--- src/rtl/lock_guard.sv ---
module lock_guard #(
  parameter int DW = 8
) (
  input  logic          clk,
  input  logic          por_n,
  input  logic          cmd_valid,
  input  logic [2:0]    cmd_op,
  input  logic [7:0]    cmd_data,
  input  logic [DW-1:0] array_rdata,
  output logic          grant,
  output logic          deny,
  output logic [DW-1:0] rd_data,
  output logic [7:0]    lock_byte,
  output logic          mem_valid,
  output logic          prog_ok,
  output logic          verify_ok,
  output logic          fuse_ok
);

  localparam logic [2:0] OP_LOCK_WR = 3'd1;
  localparam logic [2:0] OP_ERASE   = 3'd2;
  localparam logic [2:0] OP_MEM_WR  = 3'd3;
  localparam logic [2:0] OP_MEM_RD  = 3'd4;
  localparam logic [2:0] OP_FUSE_WR = 3'd5;

  logic [1:0] lb_q;
  logic       allow;

  assign lock_byte = {6'h3F, lb_q};
  assign prog_ok   = &lb_q;
  assign fuse_ok   = &lb_q;
  assign verify_ok = lb_q[1];

  always_comb begin
    case (cmd_op)
      OP_LOCK_WR, OP_ERASE: allow = 1'b1;
      OP_MEM_WR:            allow = prog_ok;
      OP_MEM_RD:            allow = verify_ok;
      OP_FUSE_WR:           allow = fuse_ok;
      default:              allow = 1'b0;
    endcase
  end

  always_ff @(posedge clk or negedge por_n) begin
    if (!por_n) begin
      lb_q      <= 2'b11;
      mem_valid <= 1'b0;
      grant     <= 1'b0;
      deny      <= 1'b0;
      rd_data   <= '1;
    end else begin
      grant <= cmd_valid && allow;
      deny  <= cmd_valid && !allow;
      if (cmd_valid && allow) begin
        case (cmd_op)
          OP_LOCK_WR: lb_q <= lb_q & cmd_data[1:0];
          OP_ERASE: begin
            lb_q      <= 2'b11;
            mem_valid <= 1'b0;
          end
          OP_MEM_WR: mem_valid <= 1'b1;
          OP_MEM_RD: rd_data   <= array_rdata;
          default: ;
        endcase
      end else if (cmd_valid && cmd_op == OP_MEM_RD) begin
        rd_data <= '1;
      end
    end
  end


  lock_only_clears_chk: assert property (@(posedge clk) disable iff (!por_n)
    !(cmd_valid && cmd_op == OP_ERASE) |=> (lb_q & ~$past(lb_q)) == 2'b00);


  erase_restores_chk: assert property (@(posedge clk) disable iff (!por_n)
    (cmd_valid && cmd_op == OP_ERASE) |=> (lock_byte == 8'hFF && !mem_valid));


  verdict_exclusive_chk: assert property (@(posedge clk) disable iff (!por_n)
    $onehot0({grant, deny}));


  deny_keeps_state_chk: assert property (@(posedge clk) disable iff (!por_n)
    deny |-> ($stable(lb_q) && $stable(mem_valid)));


  lb2_blocks_read_chk: assert property (@(posedge clk) disable iff (!por_n)
    (cmd_valid && cmd_op == OP_MEM_RD && !lb_q[1]) |=> (deny && rd_data == '1));


  lb1_blocks_prog_chk: assert property (@(posedge clk) disable iff (!por_n)
    (cmd_valid && (cmd_op == OP_MEM_WR || cmd_op == OP_FUSE_WR) && !lb_q[0]) |=> deny);

endmodule

--- config.mk ---
export PLATFORM = sky130hd
export DESIGN_NAME = lock_guard
export DESIGN_NICKNAME = d
export VERILOG_FILES = /design/src/rtl/lock_guard.sv
export SDC_FILE = /design/constraint.sdc
export NUM_CORES = 1
export LEC_CHECK = 0
export ABC_AREA = 1
export BUFFER_PORTS_ARGS = -buffer_cell sky130_fd_sc_hd__buf_4
export CORE_MARGIN = 2
export CORE_UTILIZATION = 35
export CTS_BUF_LIST = sky130_fd_sc_hd__clkbuf_16
export DETAILED_ROUTE_END_ITERATION = 8
export PLACE_DENSITY_LB_ADDON = 0.12
export SETUP_SLACK_MARGIN = 0.1
export SLEW_MARGIN = 20
export SYNTH_ARGS = -nofsm -noshare
export SYNTH_HDL_FRONTEND = slang
export SYNTH_SLANG_ARGS = --single-unit
--- constraint.sdc ---
create_clock -name clk -period 1.7 [get_ports clk]
set_clock_uncertainty 0.05 [all_clocks]
set_input_delay 0.34 -clock clk [delete_from_list [all_inputs] [get_ports clk]]
set_output_delay 0.34 -clock clk [all_outputs]
set_load 0.03 [all_outputs]
==> PnR_summary.wiki <==
{| class="wikitable"
! Metric !! Value
|-
| Outcome || finished clean
|-
| Row Count || 16
|-
| Final net count || 135
|-
| Number of diodes added for antenna fixing || 0
|-
| Die footprint || 2520 um2
|-
| Filler-free cell count of the finished design || 139
|-
| GP Congestion || 0.741
|-
| Via count of the first global-routing pass || 521
|-
| Worst slack at placement || 0.330 ns
|-
| Core Footprint || 1980 um2
|-
| Number of buffers inserted to repair setup after CTS || 0
|-
| Number of vias in the routed layout || 614
|-
| Reg-to-reg slack, setup || 0.35 ns
|-
| Largest net degree at the start of global routing || 14
|-
| Share of synthesized area occupied by flip-flops and latches || 0.452
|-
| Summed instance area of the synthesized netlist || 748 um2
|-
| Synth warnings || 0
|-
| Number of DRC violations after detailed-routing iteration 0 || 9
|-
| Die span in x || 50.2 um
|-
| Critical path class || reg -> out
|-
| Worst Hold Class || in -> reg
|-
| Drt via density || 4.42
|-
| Pins over their slew limit || 0
|-
| Standard cell with the maximum stage delay on the critical path || dfstp_2
|-
| Maximum root-to-sink buffer count || 2
|-
| DRC violation count after routing || 0
|-
| Post-synthesis cell count || 79
|-
| H-tree level count || 1
|-
| Share of post-route cells with drive strength above 1 || 0.545
|-
| Worst setup EP type || output port
|-
| PortBufs || 31
|-
| Required time at the endpoint of the critical path || 1.31 ns
|-
| Post-synthesis average cell area || 9.47 um2
|-
| Layout area overhead || 41.5%
|-
| Data arrival time at the worst-slack endpoint || 1.11 ns
|-
| FILL cells || 184
|-
| Final number of hold-violating endpoints || 0
|-
| Detailed-placement wirelength estimate || 1130 um
|-
| CTS Root Buffer Type || clkbuf_16
|-
| Cell Chain, Critical Path || nand2_1 -> inv_1 -> buf_4
|-
| Cell types occupying the most area after synthesis || dfstp_2 (35%), a2bb2oi_2 (16%), dfrtp_1 (10%)
|-
| Leading post-synthesis cells by instance count || nand2_1 (15), nor2_1 (13), dfstp_2 (10), a2bb2oi_2 (8), buf_4 (8)
|-
| Final setup vio count || 0
|-
| Static power due to leakage || 0.553 nW
|-
| Cell accounting for the most synthesized area || dfstp_2
|-
| Die height || 50.2 um
|-
| # placed instances || 134
|-
| Initial antenna violation count || 0
|-
| Number of clock buffers inserted by TritonCTS || 3
|-
| Starting Density || 0.378
|-
| Area share of the leading cell type in the synthesized netlist || 0.351
|-
| Routed length per placed instance || 10.3 um
|-
| Distinct cells, synth || 15
|-
| Post-detailed-routing wire length || 1430 um
|-
| FMAX || 665 MHz
|-
| Crit path launch type || flip-flop
|-
| Largest delay share family, worst path || flip-flops
|-
| Pwr dens || 1150 nW/um2
|-
| Number of buffers and inverters on the critical path || 2
|-
| Area occupied by registers || 338 um2
|-
| All-Layer GR Usage || 0.117
|-
| Number of maximum-capacitance violations || 0
|-
| Number of enable-type register cells in the synthesized netlist || 0
|-
| Time the final worst path needs with I/O delays and setup || 1.50 ns
|-
| Post-route worst setup slack || 0.195 ns
|-
| Count of hold-fix buffers inserted at cts || 1
|-
| Most common cell in the netlist || nand2_1
|-
| Maximum ir drop on the vdd rail || 0.661 mV
|-
| Final global-route overflow total || 0
|-
| Global-route wire length before repair || 2210 um
|-
| TritonCTS clock tree || yes
|-
| Overall power consumption || 1.22 mW
|-
| Area of combinational cells with multiple inputs || 328 um2
|-
| Worst skew pair latency || 0.24 ns
|-
| Delay of the slowest critical-path stage || 0.57 ns
|-
| Peak fanout along the critical path || 6
|-
| Number of antenna-violating nets in the routed design || 0
|-
| RSZ-0062 raised after global routing || false
|-
| Leading register cell type out of synthesis || dfstp_2
|-
| TritonCTS Sinks || 13
|-
| Layout Utilization || 0.534
|-
| CTS clock-pin slew for the worst setup and hold paths || 0.04 ns
|-
| Top Ports || 44
|-
| Async set-reset flop share out of synthesis || 1.00
|-
| Portion of the clock cycle consumed by the worst path in the final layout || 0.885
|-
| Post-cts sizing count || 0
|-
| Setup TNS || 0 ns
|-
| Length of the first detailed-routing pass in iterations || 2
|-
| Synth Register Bits || 13
|}
layer usage:
| layer | wire (um) | vias to the layer above | share of wire | global-route usage |
|---|---|---|---|---|
| met5 | 0 | - | 0 | 0 |
| met4 | 20 | 0 | 0.014 | 0.0694 |
| met3 | 123 | 2 | 0.086 | 0.0357 |
| met2 | 694 | 28 | 0.49 | 0.178 |
| met1 | 590 | 276 | 0.41 | 0.145 |
| li1 | - | 308 | - | - |
cell type report:
cell class / count / area share
Clock buffer: 3 / 0.0709
Clock inverter: 1 / 0.00355
Inverter: 8 / 0.0284
Multi-Input combinational cell: 54 / 0.310
Tap cell: 27 / 0.0319
Sequential cell: 13 / 0.319
Timing Repair Buffer: 33 / 0.236
worst paths after layout:
check | cells past startpoint | start | to
worst max-delay path | 3 | lb_q[1] | fuse_ok
worst min register to register | 2 | mem_valid | mem_valid
max in group asynchronous | 2 | por_n | lb_q[1]
worst min-delay path | 3 | cmd_valid | grant
worst max register to register | 6 | lb_q[1] | rd_data[0]
min in group asynchronous | 2 | por_n | mem_valid
metrics by stage:
step / hold WS [ns] / area (um2)
finish: 0.299 / 1060
CTS: 0.300 / 1060
detailed placement: 0.141 / 970
floorplan: -0.00559 / 767
global route: 0.328 / 1060
global placement: 0.142 / 970
cells in the final DEF (no fill, tap or decap), drive strengths merged:
| master | instances |
|---|---|
| inv | 9 |
| dfrtp | 3 |
| nand2 | 18 |
| dfstp | 10 |
| o21ai | 2 |
| conb | 6 |
| dlygate4sd3 | 1 |
| nand4 | 1 |
| a2bb2oi | 8 |
| nand3 | 6 |
| clkbuf | 3 |
| nor2 | 13 |
| buf | 32 |
flip-flops by register name, indices dropped and copies added (netlist names):
name,flops
rd_data,8
lb_q,2
deny,1
grant,1
mem_valid,1
worst min-delay path: stages:
cell	delay [ns]
buf_4	0.11
nand2_1	0.05
inv_1	0.05
logic make-up after synthesis:
logic type	synth area share
buf+inv	0.135
compound gates	0.174
flops	0.451
other cells	0.00501
simple gates	0.234
report_power, final:
part	total [mW]	internal [mW]	switching [mW]
Sequential	0.428	0.391	0.0373
Clock	0.426	0.309	0.117
Combinational	0.367	0.155	0.211
No activity file was read; power rests on OpenSTA's default activity.
